==> src/rtl/ncpu_pkg.sv <==
package ncpu_pkg;
  localparam int DATA_W = 8;
  localparam int ADDR_W = 8;
  localparam int NREG   = 16;
  localparam int REG_AW = $clog2(NREG);
  localparam int ROT_W  = $clog2(DATA_W);

  typedef enum logic [2:0] {
    ST_IDLE,
    ST_FETCH_HI,
    ST_FETCH_LO,
    ST_EXEC,
    ST_HALT
  } state_t;

  typedef enum logic [2:0] {
    ALU_ADD,
    ALU_OR,
    ALU_AND,
    ALU_XOR,
    ALU_ROR
  } alu_op_t;

  localparam logic [3:0] OP_LDM = 4'h1;
  localparam logic [3:0] OP_LDI = 4'h2;
  localparam logic [3:0] OP_STM = 4'h3;
  localparam logic [3:0] OP_MOV = 4'h4;
  localparam logic [3:0] OP_ADD = 4'h5;
  localparam logic [3:0] OP_IOR = 4'h7;
  localparam logic [3:0] OP_AND = 4'h8;
  localparam logic [3:0] OP_XOR = 4'h9;
  localparam logic [3:0] OP_ROR = 4'hA;
  localparam logic [3:0] OP_JEQ = 4'hB;
  localparam logic [3:0] OP_HLT = 4'hC;
endpackage

==> src/rtl/ncpu_alu.sv <==
module ncpu_alu
  import ncpu_pkg::*;
#(
  parameter int W = DATA_W
) (
  input  alu_op_t             op,
  input  logic [W-1:0]        a,
  input  logic [W-1:0]        b,
  input  logic [$clog2(W)-1:0] cnt,
  output logic [W-1:0]        y
);
  localparam int SW = $clog2(W);

  // barrel rotator: stage k rotates right by 2**k when cnt[k] is set
  logic [W-1:0] stage [SW+1];
  assign stage[0] = a;

  generate
    for (genvar k = 0; k < SW; k++) begin : g_ror
      localparam int SH = 1 << k;
      assign stage[k+1] = cnt[k] ? {stage[k][SH-1:0], stage[k][W-1:SH]} : stage[k];
    end
  endgenerate

  always_comb begin
    unique case (op)
      ALU_ADD: y = a + b;
      ALU_OR:  y = a | b;
      ALU_AND: y = a & b;
      ALU_XOR: y = a ^ b;
      default: y = stage[SW];
    endcase
  end
endmodule

==> src/rtl/ncpu_regfile.sv <==
module ncpu_regfile #(
  parameter int W  = 8,
  parameter int N  = 16,
  parameter int AW = $clog2(N)
) (
  input  logic          clk,
  input  logic          rst,
  input  logic          we,
  input  logic [AW-1:0] waddr,
  input  logic [W-1:0]  wdata,
  input  logic [AW-1:0] ra_addr,
  output logic [W-1:0]  ra_data,
  input  logic [AW-1:0] rb_addr,
  output logic [W-1:0]  rb_data,
  output logic [W-1:0]  r0_data,
  input  logic [AW-1:0] dbg_addr,
  output logic [W-1:0]  dbg_data
);
  logic [W-1:0] regs [N];

  always_ff @(posedge clk) begin
    if (rst) begin
      for (int i = 0; i < N; i++) regs[i] <= '0;
    end else if (we) begin
      regs[waddr] <= wdata;
    end
  end

  assign ra_data  = regs[ra_addr];
  assign rb_data  = regs[rb_addr];
  assign r0_data  = regs[0];
  assign dbg_data = regs[dbg_addr];
endmodule

==> src/rtl/ncpu_mem.sv <==
module ncpu_mem #(
  parameter int W  = 8,
  parameter int AW = 8
) (
  input  logic          clk,
  input  logic          we,
  input  logic [AW-1:0] waddr,
  input  logic [W-1:0]  wdata,
  input  logic [AW-1:0] raddr,
  output logic [W-1:0]  rdata,
  input  logic [AW-1:0] dbg_addr,
  output logic [W-1:0]  dbg_data
);
  localparam int DEPTH = 1 << AW;

  logic [W-1:0] cells [DEPTH];

  always_ff @(posedge clk) begin
    if (we) cells[waddr] <= wdata;
  end

  assign rdata    = cells[raddr];
  assign dbg_data = cells[dbg_addr];
endmodule

==> src/rtl/nibble_cpu.sv <==
module nibble_cpu
  import ncpu_pkg::*;
(
  input  logic              clk,
  input  logic              rst,
  input  logic              start,
  input  logic              pre_valid,
  output logic              pre_ready,
  input  logic [ADDR_W-1:0] pre_addr,
  input  logic [DATA_W-1:0] pre_data,
  input  logic              dbg_sel,
  input  logic [ADDR_W-1:0] dbg_addr,
  output logic [DATA_W-1:0] dbg_data,
  output logic              busy,
  output logic              halted,
  output logic              unsupported,
  output logic [ADDR_W-1:0] pc
);
  state_t            state;
  logic [ADDR_W-1:0] pc_q;
  logic [DATA_W-1:0] ir_hi, ir_lo;
  logic              unsup_q;

  // instruction fields
  logic [3:0] f_op, f_a, f_b, f_c;
  assign f_op = ir_hi[7:4];
  assign f_a  = ir_hi[3:0];
  assign f_b  = ir_lo[7:4];
  assign f_c  = ir_lo[3:0];

  // register file wiring
  logic              rf_we;
  logic [REG_AW-1:0] rf_waddr, ra_addr, rb_addr;
  logic [DATA_W-1:0] rf_wdata, ra_data, rb_data, r0_data, rf_dbg;

  // memory wiring
  logic              mem_we, mem_st;
  logic [ADDR_W-1:0] mem_waddr, mem_raddr;
  logic [DATA_W-1:0] mem_wdata, mem_rdata, mem_dbg;

  // alu wiring
  alu_op_t           alu_op;
  logic [DATA_W-1:0] alu_y;

  logic take_jump, do_halt, bad_op, src_from_b;

  assign busy        = (state == ST_FETCH_HI) || (state == ST_FETCH_LO) || (state == ST_EXEC);
  assign halted      = (state == ST_HALT);
  assign pre_ready   = !busy;
  assign unsupported = unsup_q;
  assign pc          = pc_q;

  // operand sources: register-register forms read fields B and C
  assign src_from_b = (f_op == OP_MOV) || (f_op == OP_ADD) || (f_op == OP_IOR) ||
                      (f_op == OP_AND) || (f_op == OP_XOR);
  assign ra_addr    = src_from_b ? f_b : f_a;
  assign rb_addr    = f_c;

  always_comb begin
    unique case (state)
      ST_FETCH_HI: mem_raddr = pc_q;
      ST_FETCH_LO: mem_raddr = pc_q + ADDR_W'(1);
      default:     mem_raddr = ir_lo;
    endcase
  end

  always_comb begin
    unique case (f_op)
      OP_IOR:  alu_op = ALU_OR;
      OP_AND:  alu_op = ALU_AND;
      OP_XOR:  alu_op = ALU_XOR;
      OP_ROR:  alu_op = ALU_ROR;
      default: alu_op = ALU_ADD;
    endcase
  end

  // execute-stage decode
  always_comb begin
    rf_we     = 1'b0;
    rf_waddr  = f_a;
    rf_wdata  = alu_y;
    mem_st    = 1'b0;
    take_jump = 1'b0;
    do_halt   = 1'b0;
    bad_op    = 1'b0;
    if (state == ST_EXEC) begin
      unique case (f_op)
        OP_LDM: begin rf_we = 1'b1; rf_wdata = mem_rdata; end
        OP_LDI: begin rf_we = 1'b1; rf_wdata = ir_lo; end
        OP_STM: mem_st = 1'b1;
        OP_MOV: begin rf_we = 1'b1; rf_waddr = f_c; rf_wdata = ra_data; end
        OP_ADD, OP_IOR, OP_AND, OP_XOR, OP_ROR: rf_we = 1'b1;
        OP_JEQ: take_jump = (ra_data == r0_data);
        OP_HLT: begin
          if (f_a == 4'h0 && ir_lo == 8'h00) do_halt = 1'b1;
          else                               bad_op  = 1'b1;
        end
        default: bad_op = 1'b1;
      endcase
    end
  end

  assign mem_we    = (pre_valid && pre_ready) || mem_st;
  assign mem_waddr = mem_st ? ir_lo   : pre_addr;
  assign mem_wdata = mem_st ? ra_data : pre_data;

  assign dbg_data  = dbg_sel ? mem_dbg : rf_dbg;

  always_ff @(posedge clk) begin
    if (rst) begin
      state   <= ST_IDLE;
      pc_q    <= '0;
      ir_hi   <= '0;
      ir_lo   <= '0;
      unsup_q <= 1'b0;
    end else begin
      unique case (state)
        ST_FETCH_HI: begin
          ir_hi <= mem_rdata;
          state <= ST_FETCH_LO;
        end
        ST_FETCH_LO: begin
          ir_lo <= mem_rdata;
          pc_q  <= pc_q + ADDR_W'(2);
          state <= ST_EXEC;
        end
        ST_EXEC: begin
          state <= do_halt ? ST_HALT : ST_FETCH_HI;
          if (take_jump) pc_q <= ir_lo;
          if (bad_op)    unsup_q <= 1'b1;
        end
        default: begin
          if (start) begin
            state   <= ST_FETCH_HI;
            pc_q    <= '0;
            unsup_q <= 1'b0;
          end
        end
      endcase
    end
  end

  ncpu_regfile #(.W(DATA_W), .N(NREG), .AW(REG_AW)) u_rf (
    .clk      (clk),
    .rst      (rst),
    .we       (rf_we),
    .waddr    (rf_waddr),
    .wdata    (rf_wdata),
    .ra_addr  (ra_addr),
    .ra_data  (ra_data),
    .rb_addr  (rb_addr),
    .rb_data  (rb_data),
    .r0_data  (r0_data),
    .dbg_addr (dbg_addr[REG_AW-1:0]),
    .dbg_data (rf_dbg)
  );

  ncpu_mem #(.W(DATA_W), .AW(ADDR_W)) u_mem (
    .clk      (clk),
    .we       (mem_we),
    .waddr    (mem_waddr),
    .wdata    (mem_wdata),
    .raddr    (mem_raddr),
    .rdata    (mem_rdata),
    .dbg_addr (dbg_addr),
    .dbg_data (mem_dbg)
  );

  ncpu_alu #(.W(DATA_W)) u_alu (
    .op  (alu_op),
    .a   (ra_data),
    .b   (rb_data),
    .cnt (f_c[ROT_W-1:0]),
    .y   (alu_y)
  );
endmodule

==> config.mk <==
export PLATFORM = sky130hd
export DESIGN_NAME = nibble_cpu
export DESIGN_NICKNAME = d
export VERILOG_FILES = /design/src/rtl/ncpu_pkg.sv /design/src/rtl/ncpu_alu.sv /design/src/rtl/ncpu_regfile.sv /design/src/rtl/ncpu_mem.sv /design/src/rtl/nibble_cpu.sv
export SDC_FILE = /design/constraint.sdc
export NUM_CORES = 2
export LEC_CHECK = 0
export BUFFER_PORTS_ARGS = -buffer_cell sky130_fd_sc_hd__clkbuf_2
export CAP_MARGIN = 30
export CORE_UTILIZATION = 35
export DETAILED_ROUTE_END_ITERATION = 8
export GPL_TIMING_DRIVEN = 0
export PLACE_DENSITY_LB_ADDON = 0.3
export SLEW_MARGIN = 40
export SYNTH_ARGS = -nofsm -noshare
export SYNTH_HDL_FRONTEND = slang
export SYNTH_HIERARCHICAL = 1
export SYNTH_SLANG_ARGS = --single-unit
export TNS_END_PERCENT = 50
==> constraint.sdc <==
create_clock -name clk -period 4.4 [get_ports clk]
set_clock_uncertainty 0.05 [all_clocks]
set_input_delay 1.1 -clock clk [delete_from_list [all_inputs] [get_ports clk]]
set_output_delay 1.1 -clock clk [all_outputs]
set_load 0.01 [all_outputs]
After elaboration in Yosys (flattened, before gate mapping)
Memories as Yosys holds them, arrays and structs flattened. A register that Yosys moved wholly into a read port is not among the register bits.
Index checks and enable logic that the tools add are counted.
{"block": "totals", "register_bits": 28, "latch_bits": 0, "ram_bits": 2176, "mem_bits_ro": 0, "out_inout_bits": 20, "mem_count": 2}
{"name": "u_mem.cells", "depth": 256, "word_bits": 8, "read_ports": 2, "rd_ports_with_merged_regs": 0, "write_ports": 1, "line_no": "ncpu_mem.sv:16", "text": "logic [W-1:0] cells [DEPTH];"}
{"name": "u_rf.regs", "depth": 16, "word_bits": 8, "read_ports": 4, "rd_ports_with_merged_regs": 1, "write_ports": 16, "line_no": "ncpu_regfile.sv:19", "text": "logic [W-1:0] regs [N];"}
{"block": "classes", "addsub": 3, "multipliers": 0, "div": 0, "n_lt_le_gt_ge": 0, "eq_ne": 21, "shifts": 0, "mux": 47, "bitwise": 5, "reduce_logical": 22}
{"op": "8-bit two-way mux", "n": 10}
{"op": "8-bit case mux with 3 select lines", "n": 2}
{"op": "8-bit case mux with 4 select lines", "n": 1}
{"op": "4-bit two-way mux", "n": 6}
{"op": "1-bit two-way mux", "n": 21}
{"op": "4-bit equality test, second input constant", "n": 5}
{"op": "8-bit case mux with 2 select lines", "n": 1}
{"op": "8-bit OR reduction", "n": 2}
{"op": "3-bit by 2-bit equality test with 1-bit output, second input constant", "n": 4}
{"op": "4-bit by 3-bit equality test with 1-bit output, second input constant", "n": 3}
{"op": "3-bit case mux with 4 select lines", "n": 1}
{"op": "10-bit OR reduction", "n": 1}
{"op": "3-bit case mux with 3 select lines", "n": 1}
{"op": "8-bit by 1-bit adder with 8-bit output, second input constant", "n": 1}
{"op": "8-bit by 2-bit adder with 8-bit output, second input constant", "n": 1}
{"op": "8-bit adder", "n": 1}
{"op": "8-bit AND", "n": 1}
{"op": "4-bit by 2-bit equality test with 1-bit output, second input constant", "n": 2}
{"op": "8-bit equality test", "n": 1}
{"op": "8-bit zero test", "n": 1}
{"op": "8-bit OR", "n": 1}
{"op": "8-bit bitwise XOR", "n": 1}
{"op": "1-bit logical OR", "n": 7}
{"op": "3-bit by 1-bit equality test with 1-bit output, second input constant", "n": 2}
{"op": "other kinds (15)", "n": 21}

Depth between registers and ports, before layout
An unclocked memory read counts as a cell.
{"block": "depth", "depth_word": 14, "depth_mapped": 23, "depth_no_buf": 16}

Cells and area by module
Netlist, hierarchy kept.
{"mod": "ncpu_mem", "instances": 1, "cells_each": 4831, "area_per_inst_um2": 96652.7, "seq_area_each_um2": 61499.0}
{"mod": "ncpu_regfile", "instances": 1, "cells_each": 515, "area_per_inst_um2": 7743.7, "seq_area_each_um2": 3843.7}
{"mod": "nibble_cpu", "instances": 1, "cells_each": 330, "area_per_inst_um2": 2479.9, "seq_area_each_um2": 560.5}
{"mod": "ncpu_alu", "instances": 1, "cells_each": 130, "area_per_inst_um2": 1088.5, "seq_area_each_um2": 0.0}

Worst setup path after synthesis
No wires, ideal clock.
{"block": "synth_path", "kind": "reg-to-reg", "from": "register ir_hi[7]", "to": "memory u_mem.cells[0][7], data pin", "t_arrival_ns": 4.220, "required_time_ns": 3.793, "path_slack_ns": -0.426, "stages_incl_launch_ff": 11, "period_less_slack_ns": 4.826, "cell_sequence": "dfxtp_1 clkbuf_1 xnor2_1 o21ai_0 mux2_2 buf_2 buf_2 mux4_2 a22oi_1 nand2_1 mux2_2"}
{"block": "synth_via", "elab_chain_len": 8, "elab_cells_between_ends": 15}
{"element": "start: declaration", "line_no": "nibble_cpu.sv:21", "text": "logic [DATA_W-1:0] ir_hi, ir_lo;"}
{"element": "start signal: assignment", "line_no": "nibble_cpu.sv:119", "text": "ir_hi <= mem_rdata;"}
{"element": "4-bit by 3-bit equality test with 1-bit output", "line_no": "nibble_cpu.sv:54", "text": "assign src_from_b = (f_op == OP_MOV) || (f_op == OP_ADD) || (f_op == OP_IOR) ||"}
{"element": "1-bit logical OR (3 in series)", "line_no": "nibble_cpu.sv:54"}
{"element": "1-bit logical OR *", "line_no": "nibble_cpu.sv:55", "text": "(f_op == OP_AND) || (f_op == OP_XOR);"}
{"element": "4-bit two-way mux *", "line_no": "nibble_cpu.sv:56", "text": "assign ra_addr = src_from_b ? f_b : f_a;"}
{"element": "named net ra_addr[0]", "line_no": "nibble_cpu.sv:33", "text": "logic [REG_AW-1:0] rf_waddr, ra_addr, rb_addr;"}
{"element": "memory read 16 x 8 bit *"}
{"element": "named net ra_data[7]", "line_no": "nibble_cpu.sv:34", "text": "logic [DATA_W-1:0] rf_wdata, ra_data, rb_data, r0_data, rf_dbg;"}
{"element": "8-bit two-way mux *", "line_no": "nibble_cpu.sv:105", "text": "assign mem_wdata = mem_st ? ra_data : pre_data;"}
{"element": "named net mem_wdata[7]", "line_no": "nibble_cpu.sv:39", "text": "logic [DATA_W-1:0] mem_wdata, mem_rdata, mem_dbg;"}
{"element": "end: declaration", "line_no": "ncpu_mem.sv:16"}
The timed path passes the listed nets; every way through them passes the cells marked *.

Final worst setup path
{"block": "layout_path", "from": "input port dbg_addr[4]", "to": "output port dbg_data[2]"}
{"block": "layout_via", "elab_chain_len": 2}
{"element": "start: declaration", "line_no": "nibble_cpu.sv:12", "text": "input logic [ADDR_W-1:0] dbg_addr,"}
{"element": "memory read 256 x 8 bit"}
{"element": "named net mem_dbg[2]", "line_no": "nibble_cpu.sv:39"}
{"element": "8-bit two-way mux", "line_no": "nibble_cpu.sv:107", "text": "assign dbg_data = dbg_sel ? mem_dbg : rf_dbg;"}
{"element": "end: declaration", "line_no": "nibble_cpu.sv:13", "text": "output logic [DATA_W-1:0] dbg_data,"}
The timed path passes the listed nets, and every way through them passes these cells.

==> qor.csv <==
stage,metric,value,unit
outcome,status,"complete, but fails checks",
outcome,failing checks,setup timing,
pwr,Net Sw Frac,0.3058,
floorplan,core box area,306300,sq um
layout,Area Growth Syn to Fin,23.49,%
placed_design,I/O Buffers,46,
synthesis,Post-Syn Area,108000,sq um
sta,Hold WS,0.4550,ns
synthesis,sequential area share after synthesis,0.6104,
clocking,clock-pin slew on the worst setup and hold paths,0.06,ns
layout,Non-Filler Instances,10840,
routing,vias per cell,6.940,
grt,gr ovfl total,0,
pwr,Design Power,57.30,mW
sta,final slew viol count,0,
routing,wire per inst,51.93,um
floorplan,num rows,203,
pwr,Reg power frac,0.406,
pwr,Leak,41.68,nW
placed_design,placed cells,10050,
clocking,CTS Sinks,2204,
setup_path,CP Capture Type,primary output,
floorplan,Die H,557.4,um
sta,period utilization,1.318,
pwr,internal power,39.78,mW
synthesis,Post-synth top flop,edfxtp_1,
grt,first-pass GRT wire length,710900,um
setup_path,Worst EP required,3.25,ns
setup_path,Worst Path Arrival,4.65,ns
sta,setup_tns,-1138.38,ns
sta,final critical-path required period,5.800,ns
layout,post-route cell area,133300,sq um
synthesis,YS warnings,6,
grt,largest net degree at the start of global routing,99,
routing,met3 wire len,84090,um
synthesis,mean post-synth cell area,18.60,sq um
synthesis,"EDFF count, synth",2176,
clocking,H-tree Lvls,4,
run,Max Cap Viol,0,
sta,FMAX,0.1724,GHz
sta,Final WS setup,-1.400,ns
floorplan,Die ar.,310700,sq um
routing,ANT nets after route,0,
clocking,cts hold-fix bufs,0,
synthesis,post-synthesis register bit count,2204,
pwr,Clock Power Share,0.361,
layout,fin util,0.4352,
pwr,Power Density,429.8,nW/um^2
layout,layout cells sized above 1,0.4609,
routing,WL met1,198300,um
placed_design,placed inst area,116900,sq um
placed_design,Placer Congestion,1.112,
placed_design,hpwl dp,401300,um
clocking,Inserted Clock Buffers,245,
grt,vias in the first global route,69160,
clocking,Clock Path Buffers,4,
grt,Total GRT Usage,0.3565,
pwr,maximum vdd drop,346.4,uV
floorplan,Initial Utilization,0.3525,
sta,Slew headroom,0.2949,
layout,"commonest cells after routing, fill and taps aside","edfxtp_1 (2176), mux4_2 (1150), buf_4 (284), clkbuf_16 (259), nor2_2 (234)",
sta,RSZ-0062 raised after global routing,true,
layout,Final #Nets,6556,
routing,final WL,562900,um
pwr,Net Sw Power,17.52,mW
synthesis,Synth cell types,88,
clocking,worst skew pair latency,1.01,ns
setup_path,crit path kind,input pin to primary output,
sta,Final Hold Fails,0,
sta,final setup fails,2680,
floorplan,Ports,49,
routing,initial DRC count,14550,
routing,DR DRC count,0,
pwr,Comb pwr share,0.234,
routing,Detailed Routing Iterations Pass 1,6,
synthesis,Synthesized Nets,5854,
setup_path,crit path max fanout,10,
setup_path,startpoint types,input pin,
routing,Vias,75220,
min_path,worst hold path class,flop to flop,
placed_design,pre-CTS WS,-4.461,ns
sta,Slew @ Worst Pin,1.053,ns
synthesis,ys async rst share,0,
layout,fill count,26730,
routing,top sig layer,met5,
routing,met2 WL,232600,um
floorplan,Horiz. Die Dim,557.4,um
layout,"commonest non-fill, non-tap cell in the layout",edfxtp_1,
clocking,CTS tree,yes,
clocking,Root Driver,clkbuf_16,
synthesis,Mapped Cells,5806,
grt,antenna violations before repair,48,
==> repair_timing <==
action                      CTS  global route
buffers inserted            155           149
gates cloned                 11             4
pin swaps                    81            69
resized for setup           951           236
setup endpoints to repair  4124          3384
==> final cells by class <==
cell class | instances | area, sq um | area share
Antenna cell | 39 | 97.59 | 0.0007320
Buffer | 461 | 6032 | 0.04524
Clock buffer | 296 | 6344 | 0.04758
Clock inverter | 143 | 1474 | 0.01106
Inverter | 29 | 142.6 | 0.001070
Multi-Input combinational cell | 3106 | 42420 | 0.3182
Sequential cell | 2204 | 65910 | 0.4944
Tap cell | 4100 | 5130 | 0.03848
Timing Repair Buffer | 461 | 5768 | 0.04326
==> final timing paths <==
path	slack, ns	from	cells past startpoint	end
min reg2reg	0.46	ir_hi[1]$_SDFFE_PP0N_	2	ir_hi[1]$_SDFFE_PP0N_
max	-1.40	dbg_addr[4]	10	dbg_data[2]
max reg2reg	-1.25	state[0]$_SDFFE_PP0P_	21	u_rf/regs[6][2]$_SDFFCE_PN0P_
min	0.46	ir_hi[1]$_SDFFE_PP0N_	2	ir_hi[1]$_SDFFE_PP0N_
==> routing by layer <==
metal	vias to the layer above	track usage
met5	-	0.004477
met3	1605	0.1510
met1	40410	0.4480
li1	26300	-
met2	6882	0.4989
met4	24	0.2377
==> cells in the mapped netlist, drive strengths merged, types with 5 or more instances <==
cell,number,share of area
a22oi,121,0.0084
nand3b,7,0.00049
xnor2,11,0.00089
nand3,63,0.0029
inv,25,0.00087
clkbuf,177,0.0062
edfxtp,2176,0.61
a211o,7,0.00057
o31ai,12,0.00083
and3,7,0.00041
nand4,19,0.0011
buf,290,0.021
and3b,6,0.00049
nor2b,38,0.0022
nor4,11,0.00064
o21bai,6,0.00042
or2,25,0.0014
and2,143,0.0083
a211oi,32,0.0022
nand2,214,0.0074
mux4,1156,0.24
mux2i,245,0.023
nand2b,20,0.0012
or3,5,0.00029
a221o,12,0.0011
o221ai,71,0.0059
a21oi,111,0.0051
dfxtp,28,0.0052
a2bb2oi,9,0.00073
o22ai,54,0.0031
mux2,76,0.0083
nor3,31,0.0015
a22o,30,0.0024
a31oi,7,0.00041
o21ai,62,0.0029
ha,18,0.0021
o211ai,18,0.0013
nor2,341,0.012
nor3b,10,0.00070
a221oi,37,0.0033
==> kinds of logic (layout without fill, tap and decap cells) <==
group	Yosys count	in the layout	synth area share
and+or+nand+nor	960	960	0.04266
adders and majority gates	19	19	0.002271
AOI/OAI and AO/OA	636	636	0.04272
buffers and inverters	496	1390	0.02846
other	0	39	0
muxes	1477	1477	0.2723
xor gates and xnor gates	14	14	0.001136
DFF	2204	2204	0.6104
==> power by group through the flow <==
| stage | sequential [mW] | clock, mW | combinational [mW] |
|---|---|---|---|
| detailed placement | 23.7 | 0 | 10.4 |
| floorplan | 23.6 | 0 | 5.05 |
| global placement | 23.7 | 0 | 9.91 |
| global route | 23.2 | 21.4 | 13.2 |
| CTS | 23.2 | 20.7 | 12.2 |
| finish | 23.2 | 20.7 | 13.4 |
==> flip-flops by register name, indices dropped and copies added, names as in the netlist <==
register / cells
state: 3
u_mem/cells: 2048
pc: 8
ir_lo: 8
u_rf/regs: 128
ir_hi: 8
unsupported: 1
==> worst max-delay path: stages <==
cell and delay [ns]:
clkbuf_2 0.20, buf_2 0.37, buf_2 0.37, buf_16 0.22, buf_2 0.45, o211ai_1 0.44, a32o_2 0.45, a221oi_4 0.59
mux2_4 0.27, clkbuf_2 0.13
Note: power is estimated with default switching activity, not from simulation.
